**config.mk**
```make
export PLATFORM = sky130hd
export DESIGN_NAME = field_bank_sequencer
export DESIGN_NICKNAME = d
export VERILOG_FILES = /design/src/rtl/field_bank_sequencer.sv
export SDC_FILE = /design/constraint.sdc
export NUM_CORES = 1
export LEC_CHECK = 0
export ABC_CLOCK_PERIOD_IN_PS = 1000
export BUFFER_PORTS_ARGS = -buffer_cell sky130_fd_sc_hd__buf_2
export CORE_AREA = 2 2 39 41
export CTS_CLUSTER_DIAMETER = 100
export DETAILED_ROUTE_END_ITERATION = 7
export DIE_AREA = 0 0 41 43
export GPL_TIMING_DRIVEN = 0
export PLACE_DENSITY = 0.61
export SKIP_LAST_GASP = 1
export SLEW_MARGIN = 40
export SYNTH_ARGS = -nofsm -noshare
export SYNTH_HDL_FRONTEND = slang
export SYNTH_SLANG_ARGS = --single-unit
export TNS_END_PERCENT = 10
```
**constraint.sdc**
```tcl
create_clock -name clk -period 1 [get_ports clk]
set_input_delay 0.1 -clock clk [delete_from_list [all_inputs] [get_ports clk]]
set_output_delay 0.1 -clock clk [all_outputs]
set_load 0.03 [all_outputs]
```
**src/rtl/field_bank_sequencer.sv**
```systemverilog
module field_bank_sequencer #(
  parameter int ADDR_DLY = 4
) (
  input  logic clk,
  input  logic rst_n,
  input  logic vsync,
  input  logic hblank,
  input  logic sa_col_in,
  input  logic sa_row_in,
  output logic wr_a_n,
  output logic wr_b_n,
  output logic rd_a_n,
  output logic rd_b_n,
  output logic frame_start,
  output logic sa_col_out,
  output logic sa_row_out
);

  logic vs_q, run_q, phase_q;
  logic [1:0] dly_q [ADDR_DLY];

  wire qual      = vsync & ~vs_q & hblank;
  wire nxt_run   = run_q | qual;
  wire nxt_phase = (qual & run_q) ? ~phase_q : phase_q;

  always_ff @(posedge clk or negedge rst_n) begin
    if (!rst_n) begin
      vs_q        <= 1'b0;
      run_q       <= 1'b0;
      phase_q     <= 1'b0;
      wr_a_n      <= 1'b1;
      wr_b_n      <= 1'b1;
      rd_a_n      <= 1'b1;
      rd_b_n      <= 1'b1;
      frame_start <= 1'b0;
    end else begin
      vs_q        <= vsync;
      run_q       <= nxt_run;
      phase_q     <= nxt_phase;
      wr_a_n      <= ~(nxt_run & ~nxt_phase);
      wr_b_n      <= ~(nxt_run &  nxt_phase);
      rd_a_n      <= ~(nxt_run &  nxt_phase);
      rd_b_n      <= ~(nxt_run & ~nxt_phase);
      frame_start <= qual & ~nxt_phase;
    end
  end

  generate
    for (genvar s = 0; s < ADDR_DLY; s++) begin : g_dly
      always_ff @(posedge clk or negedge rst_n) begin
        if (!rst_n)      dly_q[s] <= 2'b00;
        else if (s == 0) dly_q[s] <= {sa_col_in, sa_row_in};
        else             dly_q[s] <= dly_q[(s == 0) ? 0 : s-1];
      end
    end
  endgenerate

  assign sa_col_out = dly_q[ADDR_DLY-1][1];
  assign sa_row_out = dly_q[ADDR_DLY-1][0];

  a_r6_one_writer: assert property (@(posedge clk) disable iff (!rst_n)
    !(!wr_a_n && !wr_b_n));
  a_r6_cross_pair: assert property (@(posedge clk) disable iff (!rst_n)
    (wr_a_n == rd_b_n) && (wr_b_n == rd_a_n));
  a_r9_hold_without_edge: assert property (@(posedge clk) disable iff (!rst_n)
    $stable(vsync) |=> $stable({wr_a_n, wr_b_n, rd_a_n, rd_b_n}));
  a_r7_start_in_phase0: assert property (@(posedge clk) disable iff (!rst_n)
    frame_start |-> (!wr_a_n && !rd_b_n));
  a_r1_idle_until_sync: assert property (@(posedge clk) disable iff (!rst_n)
    !run_q |-> ({wr_a_n, wr_b_n, rd_a_n, rd_b_n} == 4'b1111 && !frame_start));

endmodule

```
==> metrics, run 1 <==
share of the yosys chip area belonging to registers 76.8%; post-route setup slack -0.106 ns; Worst Setup Start Kind register; WL/cell 9.58 um; CTS sink cnt 14; setup violators final 4; clock buffer depth 2; ANT cells 0; First DRT Iteration DRCs 0; Syn. warnings 0; top cells by area, synth dfrtp_1, dfstp_2, nand3b_4, buf_4, nand2b_1; # nets final 53; Pwr per Cell Area approximately 2600 nW/um^2; largest stage delay on the critical path 0.54 ns; Peak VDD IR 1.00 mV; Core Box Area about 1400 sq um; Slew HR 80.7%; Root Driver clkbuf_4; largest net degree at the start of global routing 15; Top FF cell, synth dfrtp_1; Skew-Pair Late Insertion Delay 0.27 ns; status complete, but fails checks; syn nets 32; htree depth 1; DRC errors left 0; CTS tree built; post-CTS setup buffer count 0; first drt pass iteration count 1; worst-margin pin slew between 0.2 and 0.3 ns; Synth top area share roughly two thirds; Hold Fails Final Rpt 0; Worst setup EP type output pin; Synth cell types 12; Post-synth EDFFs 0; Mean Syn Cell Area 17.7 sq um; Synth Instances 26; Reg2Reg Depth 2; worst hold start hblank; post-synth top area cell dfrtp_1; Die ar. 1760 sq um; WL final 594 um; Layout area overhead 38.4%; Hold Crit Endpoint rd_a_n; Routed Antenna Nets 0; Total GRT Usage 9.59%; failing checks setup timing; Mapped Area 459 sq um; RSZ-0062 raised after global routing yes; total of max-cap violations 0; CP arrival 1.01 ns; clock-pin transition on the worst setup and hold timing paths approximately 0.08 ns; IO Port Bufs 12; worst path required time 0.90 ns; register bit total from synthesis 14; grt total ovfl 0; most used cell, CP buf_6; FF-to-FF End wr_a_n; io pins 13; die width a little over 40 um; Final Power between 1.5 and 2 mW; Setup WS pre-CTS 0.0377 ns; critical path's top delay family flip-flops; Setup CP Type reg -> out; count leader, synth dfrtp_1; crit-path max FO 2; Crit path buffers/inverters 2; clock skew 0.000170 ns; min Tclk post-route ~1.1 ns; Num CTS Buffers 3; Worst Hold Class in -> reg; Crit Reg-Reg Startpoint phase_q; R2R setup slack 0.02 ns; crit-path cells buf_6 -> buf_6; layout cells sized above 1 47.8%; Hold Crit Depth 3; top cells by count, synth dfrtp_1, buf_4, dfstp_2, nand2b_1; vias between 200 and 300; Slew Viols, Final 0; Starting Density 33.2%; FMAX 904 MHz; row count 14; Pleak 0.308 nW; gpl congestion 0.646; first-pass GRT wire length approximately 1100 um; vias in the first global route between 200 and 300; antenna violations before repair 0; fin crit share 111%; Crit-path slowest cell dfstp_2; DIE HEIGHT between 40 and 50 um; vias per std cell 4.13; fill count 127; ys async rst share 100%
flip-flops by register name (all words and copies together) (netlist names):
name,cells
dly_q,6
frame_start,1
phase_q,1
rd_a_n,1
run_q,1
sa_col_out,1
sa_row_out,1
vs_q,1
wr_a_n,1
kinds of logic after synthesis:
kind of cell / synth area share [%]
buffers and inverters: 3.27
flip-flops: 76.8
XOR/XNOR: 3.82
multiplexers: 4.63
AND/OR/NAND/NOR: 11.4
worst reg2reg max path, stage by stage (launching register included):
cell     delay (ns)
dfrtp_1        0.42
xor2_1         0.19
mux2_1         0.29
report_power, final:
group / switching [mW] / total (mW) / internal, mW / leakage (nW)
registers: 0.0565 / 0.736 / 0.679 / 0.160
clock network: 0.164 / 0.385 / 0.221 / 0.0210
logic: 0.292 / 0.563 / 0.272 / 0.126
area by class of cell:
cell class / instances / area, sq um / share of cell area, %
Sequential cell: 14 / 353 / 55.5
Timing Repair Buffer: 16 / 113 / 17.7
Multi-Input combinational cell: 10 / 91.3 / 14.4
Clock buffer: 4 / 36.3 / 5.71
Buffer: 2 / 22.5 / 3.54
Tap cell: 16 / 20.0 / 3.15
worst max-delay path by stage:
| stage | to | slack (ns) | depth (start not counted) | from |
|---|---|---|---|---|
| after global routing | wr_a_n | -0.14 | 2 | wr_a_n |
| after floorplan | wr_a_n | 0.07 | 2 | phase_q |
| after CTS | wr_b_n | -0.12 | 2 | rd_a_n |
| after detailed placement | wr_a_n | 0.04 | 2 | phase_q |
| after global placement | wr_a_n | 0.06 | 2 | phase_q |
| final | wr_a_n | -0.11 | 2 | wr_a_n |
metrics by stage:
stage          hold slack [ns]  instances  cell area (sq um)  util, %  TNS [ns]
6_report                 0.129         62                636     45.9    -0.403
5_1_grt                  0.131         62                636     45.9    -0.577
4_1_cts                  0.121         62                636     45.9    -0.460
3_5_place_dp           0.00288         54                539     39.0         0
3_3_place_gp          -0.00984         54                539     39.0         0
2_1_floorplan           -0.196         26                459        -         0
cells in the final DEF, fill, tap and decap left out:
master	synthesis	final
clkbuf_4	0	3
xor2_1	1	1
mux2_1	1	1
buf_2	0	10
xnor2_1	1	1
dfstp_2	2	2
dlygate4sd3_1	0	4
nand3b_4	1	1
mux2i_1	1	1
buf_6	0	4
nor2_1	1	1
nand4b_1	1	1
clkbuf_8	0	1
and2_2	1	1
nand2b_1	2	2
dfrtp_1	12	12
per-layer routing:
| layer | global-route usage (%) | wire (um) | up-vias |
|---|---|---|---|
| met3 | 3.14 | 55 | 2 |
| met2 | 13.1 | 273 | 13 |
| li1 | - | - | 122 |
| met1 | 11.6 | 260 | 119 |
| met4 | 8.00 | 4 | 0 |
| met5 | 0 | 0 | - |
repair_timing:
action / in CTS / in global routing
hold endpoints to repair: 17 / 0
hold buffers: 4 / 0
resized for setup: 6 / 0
endpoints found under the setup margin: 4 / 5
Power figures use the tool's default switching activity.
==> inputs of run 2 (changes only) <==
RECOVER_POWER = 25   (was unset)
==> run 2 against run 1 <==
The run still ends with setup timing left; via count stayed put; clock-buffer cell count stayed put; die area stayed put; largest cell class unchanged; largest power group unchanged.
==> metrics, run 2 (synthesized netlist as in run 1, its figures left out) <==
status complete, but fails checks; failing checks setup timing; setup_tns -0.403 ns (unchanged); post-route setup slack -0.106 ns (unchanged); crit-path max FO 2 (unchanged); metal1 wirelength 258 um (-0.77%); layout cells sized above 1 45.7% (-2.2 points); largest net degree at the start of global routing 15 (unchanged); wire length on met3 55 um (unchanged); IO Port Bufs 12 (unchanged); Layout area overhead 38.1%; Skew-Pair Late Insertion Delay 0.27 ns (about the same); FMAX 904 MHz (unchanged); max reg flops 6 (unchanged); CTS sink cnt 14 (unchanged); Peak VDD IR 1.00 mV (about the same); worst hold start hblank; Pwr per Cell Area 2650 nW/um^2 (+0.16%); largest stage delay on the critical path 0.54 ns (about the same); row count 14 (unchanged); met2 wire length 273 um (unchanged); clock-pin transition on the worst setup and hold timing paths 0.08 ns (about the same); DRC errors left 0 (unchanged); most frequent cells in the layout dfrtp_1, buf_2, buf_6, dlygate4sd3_1, clkbuf_4; Die ar. 1760 sq um (unchanged); WL final 592 um (-0.34%); total of max-cap violations 0 (unchanged); die width 41 um (unchanged); CTS tree built; grt total ovfl 0 (unchanged); Total GRT Usage 9.59% (unchanged); Final Power 1.68 mW (about the same); Crit path buffers/inverters 2 (unchanged); Slew Viols, Final 0 (unchanged); ANT cells 0 (unchanged); most used cell, CP buf_6; gpl congestion 0.646 (unchanged); io pins 13 (unchanged); fin crit share 111% (unchanged); Worst Setup Start Kind register; post-CTS setup buffer count 0 (unchanged); RSZ-0062 raised after global routing yes; Routed Antenna Nets 0 (unchanged); crit-path cells buf_6 -> buf_6; DR top layer met4; WL/cell 9.55 um (-0.34%); DIE HEIGHT 43 um (unchanged); Num CTS Buffers 3 (unchanged); setup violators final 4 (unchanged); Root Driver clkbuf_4; Crit-path slowest cell dfstp_2; Setup CP Type reg -> out; Biggest register dly_q; R2R setup slack 0.02 ns (about the same); vias in the first global route 287 (unchanged); Setup WS pre-CTS 0.0377 ns (unchanged); Hold Fails Final Rpt 0 (unchanged); first drt pass iteration count 1 (unchanged); vias per std cell 4.13 (unchanged); Pleak 0.305 nW (-0.89%); Reg2Reg Depth 2 (unchanged); antenna violations before repair 0 (unchanged); critical path's top delay family flip-flops; Slew HR 54.0% (-27 points); min Tclk post-route 1.11 ns (unchanged); commonest non-fill, non-tap cell in the layout dfrtp_1; Hold Crit Endpoint rd_a_n; Starting Density 33.2% (unchanged); Worst Hold Class in -> reg; clock skew 0.000170 ns (unchanged); # nets final 53 (unchanged); worst-margin pin slew 0.690 ns (+0.401 ns); First DRT Iteration DRCs 0 (unchanged); clock buffer depth 2 (unchanged); CP arrival 1.01 ns (about the same); FF-to-FF End wr_a_n; htree depth 1 (unchanged); Hold Crit Depth 3 (unchanged); Worst setup EP type output pin; first-pass GRT wire length 1080 um (unchanged); vias 256 (unchanged); Crit Reg-Reg Startpoint phase_q; worst path required time 0.90 ns (about the same); Core Box Area 1380 sq um (unchanged)
## run 2: changes by cell type in the layout (fill, tap and decap cells not counted), sizes merged
cell | before | now
buf | 14 | 13
clkbuf | 4 | 5
## run 2: worst max path at each step
| stage | slack (ns) | start | depth (start not counted) | to |
|---|---|---|---|---|
| floorplan | 0.07 | phase_q | 2 | wr_a_n |
| detailed placement | 0.04 | phase_q | 2 | wr_a_n |
| global route | -0.14 | wr_a_n | 2 | wr_a_n |
| finish | -0.11 | wr_a_n | 2 | wr_a_n |
| CTS | -0.12 | rd_a_n | 2 | wr_b_n |
| global placement | 0.06 | phase_q | 2 | wr_a_n |
## run 2: layout make-up
class	instances	area, sq um
Timing Repair Buffer	16	111
Buffer	2	22.5
Clock buffer	4	36.3
Sequential cell	14	353
Multi-Input combinational cell	10	91.3
Tap cell	16	20.0
Fill cell	128	749
## run 2: tightest hold or removal path, cell delays in order
cell,delay [ns]
buf_2,0.12
nand3b_4,0.09
mux2i_1,0.07
## run 2: per-layer routing
layer / global-route usage (%) / up-vias
li1: - / 122
met3: 3.14 / 2
met5: 0 / -
met2: 13.1 / 13
met1: 11.6 / 119
met4: 8.00 / 0
## run 2: where the power goes
| part | leakage (nW) | switching [mW] | internal [mW] |
|---|---|---|---|
| Clock | 0.0210 | 0.164 | 0.221 |
| Sequential | 0.160 | 0.0565 | 0.679 |
| Combinational | 0.124 | 0.292 | 0.271 |
| Total | 0.305 | 0.512 | 1.17 |
## run 2: what timing repair did
item | CTS | global route
pin swaps | 0 | 0
hold endpoints to repair | 17 | 0
hold buffers | 4 | 0
gates resized for setup | 6 | 0
setup endpoints to repair | 4 | 5
## run 2: stage by stage
stage	utilization, %	hold slack [ns]	std cells	instance area, sq um
2_1_floorplan	-	-0.196	26	459
3_3_place_gp	39.0	-0.00984	54	539
3_5_place_dp	39.0	0.00288	54	539
4_1_cts	45.9	0.121	62	636
5_1_grt	45.8	0.131	62	634
6_report	45.8	0.129	62	634
